`src/rtl/lcd_pwr_pkg.sv`:
```
package lcd_pwr_pkg;

  typedef enum logic [1:0] {
    PS_STANDBY = 2'd0,
    PS_SLEEP   = 2'd1,
    PS_NORMAL  = 2'd2
  } pwr_state_e;

  typedef enum logic [1:0] {
    OP_CMD  = 2'd0,
    OP_WAIT = 2'd1,
    OP_END  = 2'd2
  } op_e;

  typedef enum logic [1:0] {
    PL_NONE = 2'd0,
    PL_BYTE = 2'd1,
    PL_WORD = 2'd2
  } pl_e;

  typedef enum logic [2:0] {
    F_IDLE, F_RUN, F_ISSUE, F_RESP, F_DELAY
  } fsm_e;

  typedef struct packed {
    op_e         op;
    logic [7:0]  code;
    pl_e         kind;
    logic [15:0] data;
  } step_t;

  localparam int ROM_DEPTH = 60;
  localparam int IDX_W     = $clog2(ROM_DEPTH);

  // script entry points in the step ROM
  localparam int SEG_WAKE     = 0;
  localparam int SEG_UP       = 8;
  localparam int SEG_DOWN     = 50;
  localparam int SEG_OFF      = 54;
  localparam int SEG_DISP_ON  = 56;
  localparam int SEG_DISP_OFF = 58;

  function automatic step_t s_cmd(input logic [7:0] code, input pl_e kind,
                                  input logic [15:0] data);
    step_t s;
    s.op   = OP_CMD;
    s.code = code;
    s.kind = kind;
    s.data = data;
    return s;
  endfunction

  function automatic step_t s_ctl(input op_e op);
    step_t s;
    s.op   = op;
    s.code = 8'h00;
    s.kind = PL_NONE;
    s.data = 16'h0000;
    return s;
  endfunction

endpackage

```
`src/rtl/lcd_seq_rom.sv`:
```
module lcd_seq_rom
  import lcd_pwr_pkg::*;
(
  input  logic [IDX_W-1:0] idx_i,
  output step_t            step_o
);

  always_comb begin
    unique case (idx_i)
      // wake: three dummies with pauses, then leave deep standby
      6'd0:  step_o = s_cmd(8'h00, PL_NONE, 16'h0000);
      6'd1:  step_o = s_ctl(OP_WAIT);
      6'd2:  step_o = s_cmd(8'h00, PL_NONE, 16'h0000);
      6'd3:  step_o = s_ctl(OP_WAIT);
      6'd4:  step_o = s_cmd(8'h00, PL_NONE, 16'h0000);
      6'd5:  step_o = s_ctl(OP_WAIT);
      6'd6:  step_o = s_cmd(8'hB0, PL_BYTE, 16'h0017);
      6'd7:  step_o = s_ctl(OP_END);
      // sleep to normal preamble
      6'd8:  step_o = s_cmd(8'hBC, PL_BYTE, 16'h0080);
      6'd9:  step_o = s_cmd(8'h3B, PL_BYTE, 16'h0000);
      6'd10: step_o = s_cmd(8'hB0, PL_BYTE, 16'h0016);
      6'd11: step_o = s_cmd(8'hB8, PL_WORD, 16'hFFF9);
      6'd12: step_o = s_cmd(8'h11, PL_NONE, 16'h0000);
      // setup table
      6'd13: step_o = s_cmd(8'hBA, PL_BYTE, 16'h0001);
      6'd14: step_o = s_cmd(8'hBB, PL_BYTE, 16'h0000);
      6'd15: step_o = s_cmd(8'h3A, PL_BYTE, 16'h0060);
      6'd16: step_o = s_cmd(8'hBF, PL_BYTE, 16'h0010);
      6'd17: step_o = s_cmd(8'hB1, PL_BYTE, 16'h0056);
      6'd18: step_o = s_cmd(8'hB2, PL_BYTE, 16'h0033);
      6'd19: step_o = s_cmd(8'hB3, PL_BYTE, 16'h0011);
      6'd20: step_o = s_cmd(8'hB3, PL_BYTE, 16'h0011);
      6'd21: step_o = s_cmd(8'hB4, PL_BYTE, 16'h0002);
      6'd22: step_o = s_cmd(8'hB5, PL_BYTE, 16'h002B);
      6'd23: step_o = s_cmd(8'hB6, PL_BYTE, 16'h0040);
      6'd24: step_o = s_cmd(8'hB7, PL_BYTE, 16'h0003);
      6'd25: step_o = s_cmd(8'hB9, PL_BYTE, 16'h0004);
      6'd26: step_o = s_cmd(8'hBD, PL_BYTE, 16'h0004);
      6'd27: step_o = s_cmd(8'hBE, PL_BYTE, 16'h0000);
      6'd28: step_o = s_cmd(8'hC0, PL_BYTE, 16'h0011);
      6'd29: step_o = s_cmd(8'hC1, PL_BYTE, 16'h0011);
      6'd30: step_o = s_cmd(8'hC2, PL_BYTE, 16'h0011);
      6'd31: step_o = s_cmd(8'hC3, PL_WORD, 16'h2040);
      6'd32: step_o = s_cmd(8'hC4, PL_WORD, 16'h60C0);
      6'd33: step_o = s_cmd(8'hC5, PL_WORD, 16'h1020);
      6'd34: step_o = s_cmd(8'hC6, PL_WORD, 16'h60C0);
      6'd35: step_o = s_cmd(8'hC7, PL_WORD, 16'h5533);
      6'd36: step_o = s_cmd(8'hC8, PL_BYTE, 16'h0000);
      6'd37: step_o = s_cmd(8'hC9, PL_BYTE, 16'h0000);
      6'd38: step_o = s_cmd(8'hCA, PL_BYTE, 16'h0000);
      6'd39: step_o = s_cmd(8'hCA, PL_BYTE, 16'h0000);
      6'd40: step_o = s_cmd(8'hEC, PL_WORD, 16'h01F0);
      6'd41: step_o = s_cmd(8'hCF, PL_BYTE, 16'h0002);
      6'd42: step_o = s_cmd(8'hD0, PL_WORD, 16'h0804);
      6'd43: step_o = s_cmd(8'hD0, PL_WORD, 16'h0804);
      6'd44: step_o = s_cmd(8'hD1, PL_BYTE, 16'h0001);
      6'd45: step_o = s_cmd(8'hD2, PL_WORD, 16'h0000);
      6'd46: step_o = s_cmd(8'hD3, PL_WORD, 16'h0D0E);
      6'd47: step_o = s_cmd(8'hD4, PL_WORD, 16'h11A4);
      6'd48: step_o = s_cmd(8'hD5, PL_BYTE, 16'h000E);
      6'd49: step_o = s_ctl(OP_END);
      // normal to sleep
      6'd50: step_o = s_cmd(8'h28, PL_NONE, 16'h0000);
      6'd51: step_o = s_cmd(8'hB8, PL_WORD, 16'h8002);
      6'd52: step_o = s_cmd(8'h10, PL_NONE, 16'h0000);
      6'd53: step_o = s_ctl(OP_END);
      // sleep to deep standby
      6'd54: step_o = s_cmd(8'hB0, PL_BYTE, 16'h0000);
      6'd55: step_o = s_ctl(OP_END);
      // display switch
      6'd56: step_o = s_cmd(8'h29, PL_NONE, 16'h0000);
      6'd57: step_o = s_ctl(OP_END);
      6'd58: step_o = s_cmd(8'h28, PL_NONE, 16'h0000);
      default: step_o = s_ctl(OP_END);
    endcase
  end

endmodule

```
`src/rtl/lcd_wait_timer.sv`:
```
module lcd_wait_timer #(
  parameter int unsigned TICKS = 1000
) (
  input  logic clk_i,
  input  logic rst_ni,
  input  logic start_i,
  output logic expired_o
);

  localparam int CW = $clog2(TICKS + 1);

  logic [CW-1:0] cnt_q;

  always_ff @(posedge clk_i or negedge rst_ni) begin
    if (!rst_ni)              cnt_q <= '0;
    else if (start_i)         cnt_q <= CW'(TICKS - 1);
    else if (cnt_q != '0)     cnt_q <= cnt_q - CW'(1);
  end

  assign expired_o = (cnt_q == '0);

endmodule

```
`src/rtl/lcd_pwr_seq.sv`:
```
module lcd_pwr_seq
  import lcd_pwr_pkg::*;
#(
  parameter int unsigned CLK_FREQ_HZ = 100_000_000
) (
  input  logic        clk_i,
  input  logic        rst_ni,
  input  logic        pwr_req_i,
  input  logic [1:0]  pwr_target_i,
  input  logic        disp_req_i,
  input  logic        disp_on_i,
  output logic        req_ready_o,
  output logic        req_done_o,
  output logic        req_err_o,
  output logic        cmd_valid_o,
  input  logic        cmd_ready_i,
  output logic [7:0]  cmd_code_o,
  output logic [1:0]  cmd_kind_o,
  output logic [15:0] cmd_data_o,
  input  logic        xfer_done_i,
  input  logic        xfer_err_i,
  output logic [1:0]  state_o,
  output logic        busy_o
);

  localparam int unsigned MS_TICKS = (CLK_FREQ_HZ / 1000 < 1) ? 1 : CLK_FREQ_HZ / 1000;

  fsm_e             fsm_q;
  pwr_state_e       state_q, goal_q;
  logic [IDX_W-1:0] idx_q, chain_idx_q;
  logic             chain_q;
  logic             done_q, err_q;
  step_t            step;
  logic             tmr_start, tmr_expired;

  lcd_seq_rom u_rom (
    .idx_i  (idx_q),
    .step_o (step)
  );

  assign tmr_start = (fsm_q == F_RUN) && (step.op == OP_WAIT);

  lcd_wait_timer #(.TICKS(MS_TICKS)) u_tmr (
    .clk_i     (clk_i),
    .rst_ni    (rst_ni),
    .start_i   (tmr_start),
    .expired_o (tmr_expired)
  );

  always_ff @(posedge clk_i or negedge rst_ni) begin
    if (!rst_ni) begin
      fsm_q       <= F_IDLE;
      state_q     <= PS_STANDBY;
      goal_q      <= PS_STANDBY;
      idx_q       <= '0;
      chain_idx_q <= '0;
      chain_q     <= 1'b0;
      done_q      <= 1'b0;
      err_q       <= 1'b0;
    end else begin
      done_q <= 1'b0;
      err_q  <= 1'b0;
      unique case (fsm_q)
        F_IDLE: begin
          if (pwr_req_i) begin
            if (pwr_target_i == 2'd3) begin
              done_q <= 1'b1;
              err_q  <= 1'b1;
            end else if (pwr_target_i == state_q) begin
              done_q <= 1'b1;
            end else begin
              goal_q  <= pwr_state_e'(pwr_target_i);
              fsm_q   <= F_RUN;
              chain_q <= 1'b0;
              if (state_q == PS_STANDBY) begin
                idx_q       <= IDX_W'(SEG_WAKE);
                chain_q     <= (pwr_target_i == PS_NORMAL);
                chain_idx_q <= IDX_W'(SEG_UP);
              end else if (state_q == PS_NORMAL) begin
                idx_q       <= IDX_W'(SEG_DOWN);
                chain_q     <= (pwr_target_i == PS_STANDBY);
                chain_idx_q <= IDX_W'(SEG_OFF);
              end else begin
                idx_q <= (pwr_target_i == PS_NORMAL) ? IDX_W'(SEG_UP) : IDX_W'(SEG_OFF);
              end
            end
          end else if (disp_req_i) begin
            goal_q  <= state_q;
            chain_q <= 1'b0;
            idx_q   <= disp_on_i ? IDX_W'(SEG_DISP_ON) : IDX_W'(SEG_DISP_OFF);
            fsm_q   <= F_RUN;
          end
        end
        F_RUN: begin
          if (step.op == OP_CMD) begin
            fsm_q <= F_ISSUE;
          end else if (step.op == OP_WAIT) begin
            fsm_q <= F_DELAY;
          end else if (chain_q) begin
            idx_q   <= chain_idx_q;
            chain_q <= 1'b0;
          end else begin
            state_q <= goal_q;
            done_q  <= 1'b1;
            fsm_q   <= F_IDLE;
          end
        end
        F_ISSUE: if (cmd_ready_i) fsm_q <= F_RESP;
        F_RESP: begin
          if (xfer_done_i) begin
            if (xfer_err_i) begin
              done_q <= 1'b1;
              err_q  <= 1'b1;
              fsm_q  <= F_IDLE;
            end else begin
              idx_q <= idx_q + IDX_W'(1);
              fsm_q <= F_RUN;
            end
          end
        end
        F_DELAY: begin
          if (tmr_expired) begin
            idx_q <= idx_q + IDX_W'(1);
            fsm_q <= F_RUN;
          end
        end
        default: fsm_q <= F_IDLE;
      endcase
    end
  end

  assign req_ready_o = (fsm_q == F_IDLE);
  assign busy_o      = (fsm_q != F_IDLE);
  assign req_done_o  = done_q;
  assign req_err_o   = err_q;
  assign state_o     = state_q;
  assign cmd_valid_o = (fsm_q == F_ISSUE);
  assign cmd_code_o  = step.code;
  assign cmd_kind_o  = step.kind;
  assign cmd_data_o  = step.data;

endmodule

```
`config.mk`:
```
export PLATFORM = sky130hd
export DESIGN_NAME = lcd_pwr_seq
export DESIGN_NICKNAME = d
export VERILOG_FILES = /design/src/rtl/lcd_pwr_pkg.sv /design/src/rtl/lcd_seq_rom.sv /design/src/rtl/lcd_wait_timer.sv /design/src/rtl/lcd_pwr_seq.sv
export SDC_FILE = /design/constraint.sdc
export NUM_CORES = 1
export LEC_CHECK = 0
export ABC_AREA = 1
export BUFFER_PORTS_ARGS = -buffer_cell sky130_fd_sc_hd__buf_2
export CAP_MARGIN = 10
export CORE_UTILIZATION = 40
export DETAILED_ROUTE_END_ITERATION = 8
export PLACE_DENSITY = 0.57
export SYNTH_ARGS = -nofsm -noshare
export SYNTH_HDL_FRONTEND = slang
export SYNTH_HIERARCHICAL = 1
export SYNTH_SLANG_ARGS = --single-unit
```
`constraint.sdc`:
```
create_clock -name clk_i -period 3.5 [get_ports clk_i]
set_input_delay 0.175 -clock clk_i [delete_from_list [all_inputs] [get_ports clk_i]]
set_output_delay 0.175 -clock clk_i [all_outputs]
set_load 0.02 [all_outputs]
```
==> metrics.txt, run 1 <==
outcome=finished with violations; failing checks=hold timing; xor/xnor share of the synthesized area=0.00512; final WL=about 9.7 mm; placed wire-length estimate=between 7 and 8 mm; PortBufs=42; DRT Pass-1 Iters=5; slew margin rel.=0.456; Crit. path cell count=11; CTS tree=built; delay-heaviest family, CP=simple AND/OR/NAND/NOR gates; vias=approximately 3800; Compound-Gate Fraction of Synth Area=0.106; Yosys cell types=32; core area=~8300 sq um; Slowest-stage cell, CP=dfrtp_1; Final Setup Violations=0; register-to-register setup slack=~0.59 ns; Buf+Inv Stages, Crit Path=4; fin nets=about 650; VDD IR max=between 0.0003 and 0.0004 V; largest family of logic cells by synthesized area=simple AND/OR/NAND/NOR gates; ys flop type=dfrtp_1; post-layout min period=2.91 ns; DRT antenna net count=0; ys async rst share=1.00; Critical Path AT=roughly 3.1 ns; post-CTS sizing=0; layout cell share with drive strength beyond 1=0.141; Synth Cell Area=3420 sq um; Final Skew=0.00897 ns; most frequent cells in the layout=nand2_1, nand3_1, nor2_1; f_max=roughly 0.34 GHz; Die X=94.5 microns; PD cells=~940 nW/um^2; crit path cell chain=ha_1 > inv_1 > nor2_1 > o21ai_0 > o21ai_0 > inv_1 > nand3_1 > nor2_1 > inv_1 > nand4_1 > inv_1; CTS H-tree depth=2; max_cap viols=0; CP Capture Point=u_tmr/cnt_q[5]; Placed Area=about 3700 sq um; Synth top area share=0.256; largest net degree at the start of global routing=36; Adder-Cell Fraction of Synth Area=0.0329; commonest non-fill, non-tap cell in the layout=nand2_1; critical path class=flip-flop to flip-flop; worst flop-to-flop path startpoint=idx_q[0]; Largest stage delay, worst path=0.55 ns; Avg Cell Area, Syn=5.85 sq um; first-pass GRT wire length=16.4 mm; RR Endpoint=u_tmr/cnt_q[5]; maximum clock path buffer count=2; initial antenna violation count=0; root buffer cell=clkbuf_8; CP max FO=14; Final Cycle Share=0.832; Synth area leader=dfrtp_1; final hold slack=-0.0306 ns; Initial Util=0.415; Layout Cell Area excl Fill=3820 sq um; clk sink count=35; mux share of post-synthesis cell area=0; vias in the first global route=about 3500; Fin. Hold Viols=35; Chip Height=94.5 microns; simple-gate share of the synthesized area=0.502; Tot GR Track Use=0.232; die area=8930 sq um; Ys Warns=6; hold buffer count at CTS=0; unrepaired setup endpoints after global routing=false; Reg clk slew, reported paths=about 0.080 ns; routability congestion estimate=about 0.98; num ports=43; Crit path required time=between 3 and 4 ns; setup tns final=0 ns; synth-to-layout area growth=11.5%; EDFF count, synth=0; wire length per cell=13.3 microns; Via density=5.27; Worst setup EP type=flip-flop; Post-CTS Setup Bufs=0; ant diodes=0; cts bufs inserted=5; worst hold path class=input pin to asynchronous set/reset pin; Most Frequent Cell on Critical Path=inv_1; Fill cells=roughly 900; Worst Setup SP=idx_q[0]; Synth Register Bits=35; Syn Inst Count=585; static leakage=between 0.002 and 0.0025 uW; Remaining Overflow, GRT=0; Worst R2R Path Depth=11; post-synthesis sequential area ratio=0.256; drc violations=0; Post-Synthesis Net Count=604; DR iter-0 viols=around 180; CP startpoint kind=flip-flop; final slew viol count=0; Tightest Pin Transition=roughly 0.82 ns; ranking of synthesized cells by area=dfrtp_1, nand2_1, nand3_1; # rows=33; Clock Latency Late Sink=between 0.2 and 0.3 ns
[flip-flops by register name, summed over array words and instances (netlist names)]
signal and flops:
req_done_o 1, fsm_q 3, idx_q 6, goal_q 2, chain_q 1, state_o 2
chain_idx_q 2, req_err_o 1, u_tmr/cnt_q 17
[layout make-up]
class                           count  area, sq um  area share
Sequential cell                    35          876       0.230
Multi-Input combinational cell    465         2210       0.579
Timing Repair Buffer               48          255      0.0669
Tap cell                          105          131      0.0344
Clock buffer                        5         68.8      0.0180
Clock inverter                      1         7.51     0.00197
Inverter                           71          267      0.0698
[where the power goes]
part / switching (uW) / internal (uW) / leakage [uW]
combinational: 1700 / 790 / 0.00162
clock: 151 / 132 / 0.0000361
sequential: 221 / 591 / 0.000438
total: 2070 / 1510 / 0.00209
[per-layer routing]
| layer | vias to the layer above | wire length, microns | GRT usage | part of all wire |
|---|---|---|---|---|
| met3 | 30 | 559 | 0.0282 | 0.057 |
| met5 | - | 0 | 0 | 0 |
| met2 | 150 | 4400 | 0.371 | 0.45 |
| li1 | 1952 | - | - | - |
| met4 | 0 | 358 | 0.107 | 0.037 |
| met1 | 1712 | 4420 | 0.310 | 0.45 |
[cells in the mapped netlist (2+ instances only)]
cell	number
nand2_1	196
nand3_1	77
nor2_1	75
inv_1	64
dfrtp_1	35
o21ai_0	31
a21oi_1	24
buf_2	11
ha_1	9
nand4_1	8
inv_2	7
nand2_2	7
nor2_2	6
nor2_4	6
o211ai_1	3
o21bai_1	3
buf_1	2
nand3_2	2
nand3b_1	2
nor3_1	2
o21ai_1	2
o21ai_2	2
xor2_1	2
[worst min path at each step]
| stage | cells after the start | start | endpoint |
|---|---|---|---|
| after floorplan | 0 | rst_ni | chain_idx_q[3] |
| after global placement | 1 | rst_ni | idx_q[5] |
| after detailed placement | 1 | rst_ni | idx_q[5] |
| after CTS | 1 | rst_ni | idx_q[5] |
| after global routing | 1 | rst_ni | idx_q[4] |
| final | 1 | rst_ni | idx_q[5] |
[per-stage QoR]
stage | std cells | setup slack, ns | util | total power (uW)
2_1_floorplan | 585 | 0.959 | - | 2620
3_3_place_gp | 724 | 0.700 | 0.453 | 3300
3_5_place_dp | 724 | 0.621 | 0.453 | 3290
4_1_cts | 730 | 0.600 | 0.462 | 3590
5_1_grt | 730 | 0.266 | 0.462 | 3970
6_report | 730 | 0.587 | 0.462 | 3580
[cell families after synthesis]
family | Yosys count
AND/OR/NAND/NOR | 387
buffers and inverters | 85
AO/OA/AOI/OAI | 67
flip-flops | 35
adder cells (fa/ha/maj) | 9
XOR/XNOR | 2
(Power assumes the default switching activity.)
==> run 2, diff against run 1 <==
Clock period 3.5 ns to 2.9 ns, I/O delays scaled along.
==> metrics.txt, run 2 (synthesized netlist as in run 1, its figures left out) <==
sequential power share=0.226; final WL=9.85 mm; DRT antenna net count=0; PortBufs=42; Die X=94.5 microns; Fin. Hold Viols=0; fin nets=roughly 650; Largest regs=u_tmr/cnt_q: 17 flops, idx_q: 6 flops, fsm_q: 3 flops; Worst setup EP type=flip-flop; Comb power frac=0.693; setup slack after layout=0.392 ns; num ports=43; core area=~8300 sq um; final slew viol count=0; wire length per cell=around 13 microns; Crit path required time=~3.1 ns; drc violations=0; Initial Util=0.415; Largest Register=u_tmr/cnt_q; Final Setup Violations=0; hold buffer count at CTS=1; DR iter-0 viols=~170; vias=between 3000 and 4000; post-layout min period=approximately 2.5 ns; Tot GR Track Use=0.237; dpl ws=between 0.4 and 0.5 ns; initial antenna violation count=0; VDD IR max=0.000504 V; max_cap viols=0; placed wire-length estimate=7.57 mm; most frequent cells in the layout=nand2_1, nand3_1, nor2_1; worst hold path class=input pin to flip-flop; outcome=finished clean; f_max=between 0.3 and 0.4 GHz; Post-CTS Setup Bufs=0; CP startpoint kind=flip-flop; layout cell share with drive strength beyond 1=0.147; P_int=1860 uW; crit path cell chain=ha_1 > nand3_1 > o21ai_0 > inv_1 > nand3_1 > nor2_1 > inv_1 > nand3_1 > nand2_1 > inv_1; Via density=about 5.2; slew margin rel.=0.451; Slowest-stage cell, CP=dfrtp_1; first-pass GRT wire length=around 17 mm; setup tns final=0 ns; Sw Ratio=0.573; largest net degree at the start of global routing=36; DRT Pass-1 Iters=5; unrepaired setup endpoints after global routing=false; CTS tree=built; root buffer cell=clkbuf_8; synth-to-layout area growth=13.0%; Critical Path AT=approximately 2.7 ns; ant diodes=0; vias in the first global route=between 3000 and 4000; CP max FO=14; commonest non-fill, non-tap cell in the layout=nand2_1; post-CTS sizing=0; Final Cycle Share=0.865; delay-heaviest family, CP=flip-flops; routability congestion estimate=0.943; clk sink count=35; Final Skew=about 0.0038 ns; CTS H-tree depth=2; maximum clock path buffer count=2; sw power=about 2500 uW; clock network power share=0.081; critical path class=flip-flop to flip-flop; Reg clk slew, reported paths=around 0.080 ns; # rows=33; Buf+Inv Stages, Crit Path=3; die area=8930 sq um; Remaining Overflow, GRT=0; cts bufs inserted=5; Chip Height=about 95 microns; max reg flops=17; Clock Latency Late Sink=slightly below 0.3 ns; Fill cells=around 950; static leakage=0.00213 uW; Largest stage delay, worst path=0.61 ns; PD cells=1130 nW/um^2; Tightest Pin Transition=0.824 ns
-- run 2: cell count changes in the layout (fill, tap and decap cells not counted), sizes merged --
cell and delta:
buf +5, clkbuf +2, clkinv +1, dlygate4sd3 +1, clkinvlp -1
-- run 2: worst paths after layout --
check | startpoint | to | slack [ns] | cells after the start
max in group asynchronous | rst_ni | u_tmr/cnt_q[4] | 1.88 | 2
worst max register to register | idx_q[0] | u_tmr/cnt_q[7] | 0.39 | 10
worst max-delay path | idx_q[0] | u_tmr/cnt_q[7] | 0.39 | 10
worst min-delay path | xfer_done_i | req_err_o | 0.17 | 3
min in group asynchronous | rst_ni | idx_q[4] | 0.48 | 2
worst min register to register | goal_q[1] | goal_q[1] | 0.48 | 2
-- run 2: cell type report --
class | count | area, sq um | area share
multi-input combinational | 465 | 2210 | 0.571
sequential | 35 | 876 | 0.226
timing repair buffer | 54 | 303 | 0.0783
inverter | 71 | 267 | 0.0689
tap | 105 | 131 | 0.0340
clock buffer | 7 | 76.3 | 0.0197
clock inverter | 1 | 5.00 | 0.00129
-- run 2: layer usage --
| metal | track usage | vias up | part of all wire |
|---|---|---|---|
| met5 | 0 | - | 0 |
| met3 | 0.0306 | 21 | 0.063 |
| met2 | 0.384 | 150 | 0.45 |
| met4 | 0.0947 | 0 | 0.029 |
| li1 | - | 1966 | - |
| met1 | 0.318 | 1728 | 0.46 |
-- run 2: stage by stage --
stage          utilization  hold WS [ns]  area (sq um)  total power, uW  std cells
2_1_floorplan            -        -0.151          3420             3160        585
3_3_place_gp         0.457         0.285          3780             4000        729
3_5_place_dp         0.457         0.292          3780             4000        729
4_1_cts              0.468         0.152          3870             4370        738
5_1_grt              0.468         0.188          3870             4830        738
6_report             0.468         0.167          3870             4370        738
-- run 2: power by group through the flow --
stage	logic (uW)	clock network (uW)	registers, uW
2_1_floorplan	2210	0	950
3_3_place_gp	3020	0	985
3_5_place_dp	3010	0	988
4_1_cts	3020	366	983
5_1_grt	3420	381	1030
6_report	3030	354	986
-- run 2: worst min-delay path, stage by stage --
cell and delay (ns):
buf_2 0.09, nand3_1 0.08, o21ai_0 0.10
